[config.mk]
export PLATFORM = sky130hd
export DESIGN_NAME = bat_sel_ctrl
export DESIGN_NICKNAME = d
export VERILOG_FILES = /design/src/rtl/bat_pkg.sv /design/src/rtl/bat_req_decode.sv /design/src/rtl/bat_debounce.sv /design/src/rtl/bat_sel_ctrl.sv
export SDC_FILE = /design/constraint.sdc
export NUM_CORES = 1
export LEC_CHECK = 0
export ABC_CLOCK_PERIOD_IN_PS = 1700
export CORE_AREA = 2 2 39 41
export CTS_CLUSTER_DIAMETER = 60
export CTS_CLUSTER_SIZE = 14
export DETAILED_ROUTE_END_ITERATION = 12
export DIE_AREA = 0 0 41 43
export DONT_BUFFER_PORTS = 1
export GPL_TIMING_DRIVEN = 0
export HOLD_SLACK_MARGIN = 0.06
export PLACE_DENSITY = 0.38
export SYNTH_ARGS = -nofsm -noshare
export SYNTH_HDL_FRONTEND = slang
export SYNTH_SLANG_ARGS = --single-unit
[constraint.sdc]
create_clock -name clk_i -period 1.7 [get_ports clk_i]
set_input_delay 0.17 -clock clk_i [delete_from_list [all_inputs] [get_ports clk_i]]
set_output_delay 0.17 -clock clk_i [all_outputs]
set_load 0.1 [all_outputs]
[src/rtl/bat_pkg.sv]
package bat_pkg;
  typedef enum logic [1:0] {
    LS_IDLE   = 2'b00,
    LS_ACTIVE = 2'b01,
    LS_RING   = 2'b10,
    LS_REV    = 2'b11
  } line_state_e;
endpackage

[src/rtl/bat_req_decode.sv]
module bat_req_decode
  import bat_pkg::*;
(
  input  logic [1:0] line_state_i,
  input  logic       ring_trip_i,
  input  logic       loop_close_i,
  output logic       want_low_o
);
  line_state_e ls;
  assign ls = line_state_e'(line_state_i);
  // ringing always needs the high supply
  assign want_low_o = (ring_trip_i | loop_close_i) && (ls != LS_RING);
endmodule

[src/rtl/bat_debounce.sv]
module bat_debounce #(
  parameter int unsigned DEBOUNCE_MS = 60
) (
  input  logic clk_i,
  input  logic rst_ni,
  input  logic arm_i,
  input  logic tick_i,
  output logic done_o
);
  localparam int unsigned CW = (DEBOUNCE_MS > 1) ? $clog2(DEBOUNCE_MS) : 1;
  localparam logic [CW-1:0] LAST = CW'(DEBOUNCE_MS - 1);

  logic [CW-1:0] cnt_q;

  assign done_o = arm_i && tick_i && (cnt_q == LAST);

  always_ff @(posedge clk_i or negedge rst_ni) begin
    if (!rst_ni)                 cnt_q <= '0;
    else if (!arm_i || done_o)   cnt_q <= '0;
    else if (tick_i)             cnt_q <= cnt_q + 1'b1;
  end
endmodule

[src/rtl/bat_sel_ctrl.sv]
module bat_sel_ctrl #(
  parameter int unsigned DEBOUNCE_MS = 60
) (
  input  logic       clk_i,
  input  logic       rst_ni,
  input  logic       tick_i,
  input  logic [1:0] line_state_i,
  input  logic       ring_trip_i,
  input  logic       loop_close_i,
  input  logic       auto_i,
  input  logic       man_low_i,
  input  logic       dbnc_en_i,
  output logic       bat_low_o,
  output logic       bat_stat_o
);
  logic want_low, arm, done, low_q, low_d;

  bat_req_decode i_req (
    .line_state_i (line_state_i),
    .ring_trip_i  (ring_trip_i),
    .loop_close_i (loop_close_i),
    .want_low_o   (want_low)
  );

  assign arm = auto_i && dbnc_en_i && want_low && !low_q;

  bat_debounce #(.DEBOUNCE_MS(DEBOUNCE_MS)) i_dbnc (
    .clk_i  (clk_i),
    .rst_ni (rst_ni),
    .arm_i  (arm),
    .tick_i (tick_i),
    .done_o (done)
  );

  always_comb begin
    if (!auto_i)         low_d = man_low_i;
    else if (!want_low)  low_d = 1'b0;
    else if (!dbnc_en_i) low_d = 1'b1;
    else                 low_d = low_q | done;
  end

  always_ff @(posedge clk_i or negedge rst_ni) begin
    if (!rst_ni) low_q <= 1'b0;
    else         low_q <= low_d;
  end

  assign bat_low_o  = low_q;
  assign bat_stat_o = low_q;
endmodule

# Word-level counts from Yosys, hierarchy flattened
# Cells that the tools add are included.
[totals] romBits=0 input_bits=10 ramBits=0 latchBits=0 reg_bits=7 n_memories=0 output_inout_bits=2
[classes] addsub=1 n_mul=0 n_shift=0 div=0 n_bitwise=2 muxes=5 n_reduce_logical=10 n_eq_ne=2 order_cmp=0
[ops] op="$mux 6" n=2
[ops] op="$add 6x1->6 const B" n=1
[ops] op="$eq 6x6->1 const B" n=1
[ops] op="$logic_and 1x1->1" n=6
[ops] op="$mux 1" n=3
[ops] op="$logic_not 1->1" n=2
[ops] op="$ne 2x2->1 const B" n=1
[ops] op="$or 1x1->1" n=2
[ops] op="$reduce_bool 2->1" n=1
[ops] op="$logic_or 1x1->1" n=1

# Logic depth before layout (Yosys ltp)
# Gate-level depths: netlist of run 1.
[logic_depth] depth_word=10 ltp_mapped=4

# Cells and area by module
# A second synthesis of run 1 with hierarchy kept.
[unflattened] cells_unflattened=44 area_unflattened_um2=416.6
[modules_own_cells] module="bat_debounce" cells_per_inst=34 seq_area_each_um2=150.1 instances=1 area_each_um2=332.8
[modules_own_cells] module="bat_sel_ctrl" cells_per_inst=7 seq_area_each_um2=25.0 instances=1 area_each_um2=71.3
[modules_own_cells] module="bat_req_decode" cells_per_inst=3 seq_area_each_um2=0.0 instances=1 area_each_um2=12.5

# Worst setup path before layout of run 1
# No wires, ideal clock.
[synth_timing] path_type="register -> output" from="reg low_q, in the netlist bat_low_o" to="out bat_stat_o" required_ps=1530 arrival_ps=1340 stages_incl_launch_ff=2 path_slack_ps=190 cell_sequence="dfrtp_1 > buf_4"
[synth_lines] item="start: declaration" line="bat_sel_ctrl.sv:16" source="logic want_low, arm, done, low_q, low_d;"
[synth_lines] item="start signal: assignment" line="bat_sel_ctrl.sv:44" source="else low_q <= low_d;"
[synth_lines] item="end: declaration" line="bat_sel_ctrl.sv:14" source="output logic bat_stat_o"
# No word-level cell between the ends.

# Worst setup path after layout of run 1
[layout_timing] from="reg low_q, in the netlist bat_low_o" to="out bat_stat_o"
# No word-level cell between the ends.

==> metrics.txt, run 1 <==
Clock Skew=0.007980 ns; post-synthesis instance total=34; Final nets=51; Die ar.=0.001763 sq mm; Hold/Removal Path Class=primary input to register; GRT Total Usage=0.1143; commonest non-fill, non-tap cell in the layout=dfrtp_1; CP required=1.53 ns; root buf cell=clkbuf_4; post-route minimum period=1.500 ns; Hold Vio Cnt, Final=0; Layout area overhead=14.98%; CTS tree=done; Synth Net Count=45; critical path arrival=1.33 ns; # rows=14; Worst-Skew Late Latency=0.26 ns; Mapped Area=384.1 sq um; ys flop type=dfrtp_1; Worst Setup End Kind=primary output; Via density=5.218; largest stage delay on the critical path=0.69 ns; Peak VDD IR=0.5514 mV; Num CTS Buffers=3; Post-synth EDFFs=0; Startpoint Class=register; CP max FO=3; Hold Slack=0.06510 ns; final instance area=441.7 sq um; drt first pass iters=1; Max Fclk=0.6666 GHz; Initial DRC Count=0; Post-DP Area=404.1 sq um; crit-path cells=buf_4; IO Count=12; DR vias=287; Final Max Slew Viols=0; number of synthesis warnings=0; xor/xnor share of the synthesized area=0.09121; largest net degree at the start of global routing=8; outcome=completed; most frequent cells in the layout=dfrtp_1, nor3_1, inv_1, xor2_1, clkbuf_4; routed wire length=696 um; crit-path leading delay family=flip-flops; Synth Area in Simple Gates=0.1564; routed len/inst=12.65 um; die width=41 um; Final setup violation count=0; sequential share of the synthesized area=0.4560; number of global-route vias before repair=302; Synth Area in Adders=0.03257; Routability Congestion=0.6311; Worst Path Buf+Inv=1; crit share post-route=0.8824; largest family of logic cells by synthesized area=compound AO/OA/AOI/OAI gates; initial antenna violation count=0; dpl hpwl=548.1 um; power density over the cells=883.7 mW/mm^2; Crit-path slowest cell=dfrtp_2; Synth Register Bits=7; non-filler cells, final=55; DRC viols=0; Clock Sinks=7; Post-synth ARST share=1.000; layout cells sized above 1=0.2308; IO buf count=0; postcts setup bufs=0; synthesized area per cell=11.30 sq um; kind of critical path=register to primary output; MaxCap Viol Count=0; post-synthesis mux area share=0.02606; Initial Utilization=0.2776; Worst-Margin Slew=0.5969 ns; die height=43 um; Placeable Area=0.001384 sq mm; post-synthesis cell type count=18; Setup TNS=0 ns; Slew headroom=0.6020; Pleak=0.1914 nW; Synth Area in Compound Gates=0.1889; CTS H-tree depth=1; gr ovfl total=0; Reg clk slew, reported paths=0.05 ns; RSZ-0062 raised after global routing=false; n_diodes=0; deepest clock path buffer count=2; Multi-input gate area=190.2 sq um; placed insts=50; Layout fillers=144; first-pass GRT wire length=1.235 mm; FF+latch area=176.4 sq um; antenna-violating nets left=0
[registers in the layout (all words and copies together), names as in the netlist]
| register | cells |
|---|---|
| i_dbnc.cnt_q | 6 |
| bat_low_o | 1 |
[worst paths after layout]
kind,cells past startpoint,endpoint,start,slack (ns)
worst max-delay path,1,bat_stat_o,bat_low_o,0.20
worst min-delay path,1,bat_low_o,man_low_i,0.07
worst max register to register,4,bat_low_o,i_dbnc.cnt_q[0],0.29
worst min register to register,2,i_dbnc.cnt_q[5],i_dbnc.cnt_q[5],0.57
max in group asynchronous,1,bat_low_o,rst_ni,1.19
min in group asynchronous,1,i_dbnc.cnt_q[5],rst_ni,0.24
[repair_timing]
item	in CTS	in global routing
resized for setup	1	0
endpoints found under the hold margin	7	0
setup endpoints to repair	1	0
hold buffers	1	0
[cells in the mapped netlist, types with 2 or more instances]
master / count / area share
dfrtp_1: 7 / 0.46
inv_1: 3 / 0.029
nand2_1: 2 / 0.020
xor2_1: 3 / 0.068
nand4_1: 2 / 0.033
nor3_1: 5 / 0.065
[stage by stage]
| stage | total power [mW] | worst slack (ns) | util |
|---|---|---|---|
| global route | 0.4082 | 0.1721 | 0.3192 |
| floorplan | 0.2299 | 0.1903 | - |
| detailed placement | 0.2348 | 0.1126 | 0.2920 |
| CTS | 0.3978 | 0.1877 | 0.3192 |
| finish | 0.3903 | 0.1999 | 0.3192 |
| global placement | 0.2343 | 0.1216 | 0.2920 |
[final cells by class]
type                    instances  area share
plain buffers                   1     0.01700
clock buffers                   4     0.05949
inverters                       3     0.02550
multi-input cells              23      0.4306
flip-flops and latches          7      0.3994
well taps                      16     0.04533
repair buffers                  1     0.02266
[report_power, final]
part           internal, mW  switching (mW)  total, mW
clock                0.0898          0.0645      0.154
sequential            0.170          0.0195      0.189
combinational        0.0147          0.0319     0.0466
[per-layer routing]
layer,up-vias,GRT usage,share of wire
met3,4,0.06283,0.079
met2,11,0.1531,0.47
met5,-,0,0
met1,137,0.1217,0.41
li1,135,-,-
met4,0,0.1000,0.037
[kinds of logic after synthesis]
group                    count (synthesis)
AND/OR/NAND/NOR                         11
flip-flops                               7
AO/OA/AOI/OAI                            6
XOR/XNOR                                 4
buffers and inverters                    4
multiplexers                             1
adder cells (fa/ha/maj)                  1
No activity file was read; power rests on OpenSTA's default activity.
==> inputs of run 2 (changes only) <==
GPL_ROUTABILITY_DRIVEN = 0   (was unset)
REMOVE_ABC_BUFFERS = 1   (was unset)
==> run 2 against run 1 <==
Fmax grew 5.1%. Register-to-register slack lost 0.02 ns. Sequential cell count is the same. Sequential share of layout area grew 1.0 points. Utilization shrank 0.36 points. Non-clock buffer count shrank 1. Total power shrank 0.24%. Combinational power shrank 40%. Routed wire length grew 13%. Cell area shrank 1.1%.
==> metrics.txt, run 2 (synthesized netlist as in run 1, its figures left out) <==
outcome=completed; commonest non-fill, non-tap cell in the layout=dfrtp_1; Worst-Skew Late Latency=0.25 ns (about the same); Via density=5.130 (-1.7%); RSZ-0062 raised after global routing=false; layout cells sized above 1=0.2105 (-0.02024); first-pass GRT wire length=1.262 mm (+2.2%); post-place setup slack=0.05714 ns (-0.05551 ns); post-route minimum period=1.428 ns (-0.07218 ns); Clock Skew=0.001213 ns (-0.006767 ns); Hold Vio Cnt, Final=0 (unchanged); Worst Setup End Kind=register; min-delay src=man_low_i; die width=41 um (unchanged); gr ovfl total=0 (unchanged); FF-to-FF End=bat_low_o; Max Fclk=0.7003 GHz (+5.1%); CTS H-tree depth=1 (unchanged); DR vias=277 (-3.5%); Die ar.=0.001763 sq mm (unchanged); Reg clk slew, reported paths=0.05 ns (about the same); # rows=14 (unchanged); WHS Endpoint=bat_low_o; GRT Total Usage=0.1152 (+0.0008947); max FFs per register=6 (unchanged); kind of critical path=register to register; MaxCap Viol Count=0 (unchanged); Peak VDD IR=0.3168 mV (-43%); Final setup violation count=0 (unchanged); FF+latch area=178.9 sq um (+1.4%); initial antenna violation count=0 (unchanged); n_diodes=0 (unchanged); deepest clock path buffer count=2 (unchanged); Clock Sinks=7 (unchanged); Power Total=389.4 uW (-0.24%); most frequent cells in the layout=dfrtp_1, nor3_1, inv_1, xor2_1, clkbuf_4; Num CTS Buffers=3 (unchanged); crit share post-route=0.8400 (-0.04246); hold path cells=1 (unchanged); FF-to-FF path depth=3 (-1); dpl hpwl=575.4 um (+5.0%); Layout area overhead=13.68%; routed len/inst=14.56 um (+15%); antenna-violating nets left=0 (unchanged); Hold Slack=0.06948 ns (+0.004378 ns); DRC viols=0 (unchanged); largest stage delay on the critical path=0.72 ns (+0.03 ns); number of global-route vias before repair=301 (-0.33%); Final nets=50 (-2.0%); Layout fillers=145 (+0.69%); Worst-Margin Slew=0.6482 ns (+0.05123 ns); RR Startpoint=bat_low_o; drt first pass iters=2 (+1); Initial DRC Count=11 (+11); Multi-input gate area=190.2 sq um (unchanged); critical path arrival=1.57 ns (+0.24 ns); post-route setup slack=0.2721 ns (+0.07218 ns); power density over the cells=891.7 mW/mm^2 (+0.90%); root buf cell=clkbuf_4; die height=43 um (unchanged); crit-path cells=inv_1 > o311ai_4 > a22o_1; routed wire length=786 um (+13%); IO Count=12 (unchanged); CP max FO=7 (+4); CTS tree=done; Final Max Slew Viols=0 (unchanged); Worst R2R Setup Slack=0.27 ns (-0.02 ns); CP required=1.84 ns (+0.31 ns); Pleak=0.1864 nW (-2.6%); Placeable Area=0.001384 sq mm (unchanged); IO buf count=0 (unchanged); Hold/Removal Path Class=primary input to register; largest net degree at the start of global routing=8 (unchanged); crit-path leading delay family=flip-flops; Worst Path Buf+Inv=1 (unchanged); Top reg by flops=i_dbnc.cnt_q; Startpoint Class=register; postcts setup bufs=0 (unchanged); Crit-path slowest cell=dfrtp_4; crit path launch=bat_low_o; Initial Utilization=0.2776 (unchanged); Slew headroom=0.5679 (-0.03415)
==> run 2: cell types whose count changed in the layout (fill, tap and decap cells not counted) <==
cell     delta
dfrtp_4     +1
buf_4       -1
dfrtp_2     -1
==> run 2: what timing repair did <==
action	4_1_cts	5_1_grt
hold buffers	1	0
endpoints found under the hold margin	7	0
gates resized for setup	0	1
setup endpoints to repair	0	1
==> run 2: cell type report <==
cell class | count | share of cell area
tap | 16 | 0.04585
timing repair buffer | 1 | 0.02292
inverter | 3 | 0.02579
clock buffer | 4 | 0.06017
multi-input combinational | 23 | 0.4355
sequential | 7 | 0.4097
==> run 2: routing by layer <==
metal / track usage / share of wire / vias to the layer above
li1: - / - / 133
met1: 0.1311 / 0.45 / 133
met2: 0.1656 / 0.49 / 9
met3: 0.03141 / 0.052 / 2
met4: 0.1000 / 0.010 / 0
met5: 0 / 0 / -
==> run 2: stage by stage <==
stage | util | setup TNS (ns) | instances | cell area, sq um
3_5_place_dp | 0.2875 | 0 | 49 | 397.9
3_3_place_gp | 0.2866 | -3.826 | 49 | 396.6
4_1_cts | 0.3137 | 0 | 54 | 434.2
6_report | 0.3156 | 0 | 54 | 436.7
2_1_floorplan | - | -3.119 | 33 | 376.6
5_1_grt | 0.3156 | 0 | 54 | 436.7
==> run 2: where the power goes <==
group	leakage, nW	total, mW	internal (mW)	switching (mW)
logic	0.0767	0.0278	0.0120	0.0157
clock network	0.0150	0.155	0.0898	0.0653
registers	0.0947	0.206	0.171	0.0359
==> run 2: worst max-delay path by stage <==
stage / endpoint / slack [ns] / cells past startpoint
final: bat_low_o / 0.27 / 3
after global routing: bat_low_o / 0.18 / 4
after CTS: bat_low_o / 0.05 / 3
after detailed placement: bat_low_o / 0.06 / 3
after global placement: bat_low_o / -0.56 / 3
after floorplan: bat_low_o / -0.46 / 3
==> run 2: worst reg2reg max path, delay by kind of cell, from the launching register on <==
kind	cells	cell delay [ns]
AO/OA/AOI/OAI	2	0.41
buffers and inverters	1	0.19
flip-flops	1	0.72
==> inputs of run 3 (changes only) <==
ABC_CLOCK_PERIOD_IN_PS = 1300   (was 1700)
PLACE_DENSITY = 0.4   (was 0.38)
clock period = 1.3 ns   (was 1.7 ns; I/O delays follow)
==> run 3 against run 2 <==
The run now ends with setup timing left. Register-to-register slack worse by 0.37 ns. Sequential power up 33%. Die area did not move. Clock skew barely moved. Utilization rose by 5.2 points. Cell count rose by 7.4%.
==> metrics.txt, run 3 (synthesized netlist as in run 1, its figures left out) <==
critical path arrival=1.53 ns (-0.04 ns); Clock Skew=0.001489 ns (+0.0002753 ns); crit-path cells=inv_4 > o311ai_4 > buf_6 > a22o_1; die width=41 um (unchanged); drt first pass iters=2 (unchanged); MaxCap Viol Count=0 (unchanged); WHS Endpoint=bat_low_o; dpl hpwl=575.6 um (about the same); post-place setup slack=-0.3428 ns (-0.3999 ns); Startpoint Class=register; deepest clock path buffer count=2 (unchanged); Worst R2R Setup Slack=-0.1 ns (-0.37 ns); Hold Vio Cnt, Final=0 (unchanged); DR vias=300 (+8.3%); DRC viols=0 (unchanged); Crit-path slowest cell=dfrtp_4; Via density=5.172 (+0.83%); die height=43 um (unchanged); max FFs per register=6 (unchanged); hold path cells=2 (+1); Final Max Slew Viols=0 (unchanged); power density over the cells=1014 mW/mm^2 (+14%); outcome=finished with violations; Post-DP Area=397.9 sq um (unchanged); Setup TNS=-0.3223 ns (-0.3223 ns); CP max FO=4 (-3); CTS tree=done; Slew headroom=0.4070 (-0.1609); # rows=14 (unchanged); initial antenna violation count=0 (unchanged); GRT Total Usage=0.1194 (+0.004282); Hold Slack=0.07908 ns (+0.009604 ns); Peak VDD IR=0.4816 mV (+52%); Reg clk slew, reported paths=0.05 ns (about the same); Worst-Skew Late Latency=0.24 ns (about the same); RSZ-0062 raised after global routing=true; gr ovfl total=0 (unchanged); Top reg by flops=i_dbnc.cnt_q; RR Startpoint=bat_low_o; CP required=1.43 ns (-0.41 ns); root buf cell=clkbuf_4; FF-to-FF path depth=4 (+1); Num CTS Buffers=3 (unchanged); non-filler cells, final=58 (+7.4%); Initial DRC Count=2 (-9); post-route minimum period=1.398 ns (-0.02950 ns); IO buf count=0 (unchanged); violated checks=setup timing; Worst-Margin Slew=0.8895 ns (+0.2414 ns); number of global-route vias before repair=315 (+4.7%); routed len/inst=13.36 um (-8.2%); Initial Utilization=0.2776 (unchanged); final instance area=509.2 sq um (+17%); Final nets=54 (+8.0%); min-delay src=auto_i; Max Fclk=0.7151 GHz (+2.1%); placed insts=49 (unchanged); Die ar.=0.001763 sq mm (unchanged); Final setup violation count=7 (+7); IO Count=12 (unchanged); crit share post-route=1.076 (+0.2358); layout cells sized above 1=0.3810 (+0.1704); antenna-violating nets left=0 (unchanged); FF-to-FF End=bat_low_o; largest net degree at the start of global routing=8 (unchanged); commonest non-fill, non-tap cell in the layout=dfrtp_1; Layout area overhead=32.57%; first-pass GRT wire length=1.290 mm (+2.2%); Hold/Removal Path Class=primary input to register; n_diodes=0 (unchanged); Worst Setup End Kind=register; Clock Sinks=7 (unchanged); routed wire length=775 um (-1.4%); largest stage delay on the critical path=0.72 ns (about the same); kind of critical path=register to register; Pleak=0.2222 nW (+19%); post-route setup slack=-0.09843 ns (-0.3705 ns); Placeable Area=0.001384 sq mm (unchanged); CTS H-tree depth=1 (unchanged); most frequent cells in the layout=dfrtp_1, xor2_1, nor3_1, clkbuf_4
-- run 3: changes by cell type in the layout (fill, tap and decap cells not counted), sizes merged --
cell and change:
buf +3, dlygate4sd3 +1
-- run 3: report_power, final --
group	switching, mW	leakage, nW	internal, mW
registers	0.0490	0.0947	0.224
clock network	0.0706	0.0150	0.116
logic	0.0285	0.112	0.0281
-- run 3: area by class of cell --
cell class | instances | area (sq um)
multi-input cells | 23 | 220.2
flip-flops and latches | 7 | 178.9
fillers | 143 | 874.6
clock buffers | 4 | 26.28
well taps | 16 | 20.02
repair buffers | 5 | 50.05
inverters | 3 | 13.76
-- run 3: repair_timing --
item,CTS,global route
endpoints found under the hold margin,8,0
gates resized for setup,5,7
setup buffers,3,0
endpoints found under the setup margin,9,7
hold buffers,2,0
pin swaps,2,3
-- run 3: routing by layer --
layer	routed length, um	vias up	global-route usage
li1	-	143	-
met2	430	11	0.1844
met5	0	-	0
met1	288	146	0.1155
met4	0	0	0.08000
met3	56	0	0.06283
-- run 3: worst max path at each step --
stage | from | end | slack [ns] | depth (start not counted)
detailed placement | bat_low_o | bat_low_o | -0.34 | 3
CTS | bat_low_o | bat_low_o | -0.11 | 4
finish | bat_low_o | bat_low_o | -0.1 | 4
global placement | bat_low_o | bat_low_o | -0.96 | 3
global route | bat_low_o | bat_low_o | -0.14 | 4
floorplan | bat_low_o | bat_low_o | -0.86 | 3
-- run 3: critical path: cells and delay by family (launching register included) --
| family | cells | cell delay [ns] |
|---|---|---|
| buffers and inverters | 2 | 0.28 |
| AO/OA/AOI/OAI | 2 | 0.27 |
| flip-flops | 1 | 0.72 |
-- run 3: per-stage QoR --
step                        util  power [mW]
after floorplan                -      0.2960
after global placement    0.2866      0.3013
after detailed placement  0.2875      0.3029
after CTS                 0.3490      0.5212
after global routing      0.3680      0.5493
final                     0.3680      0.5162
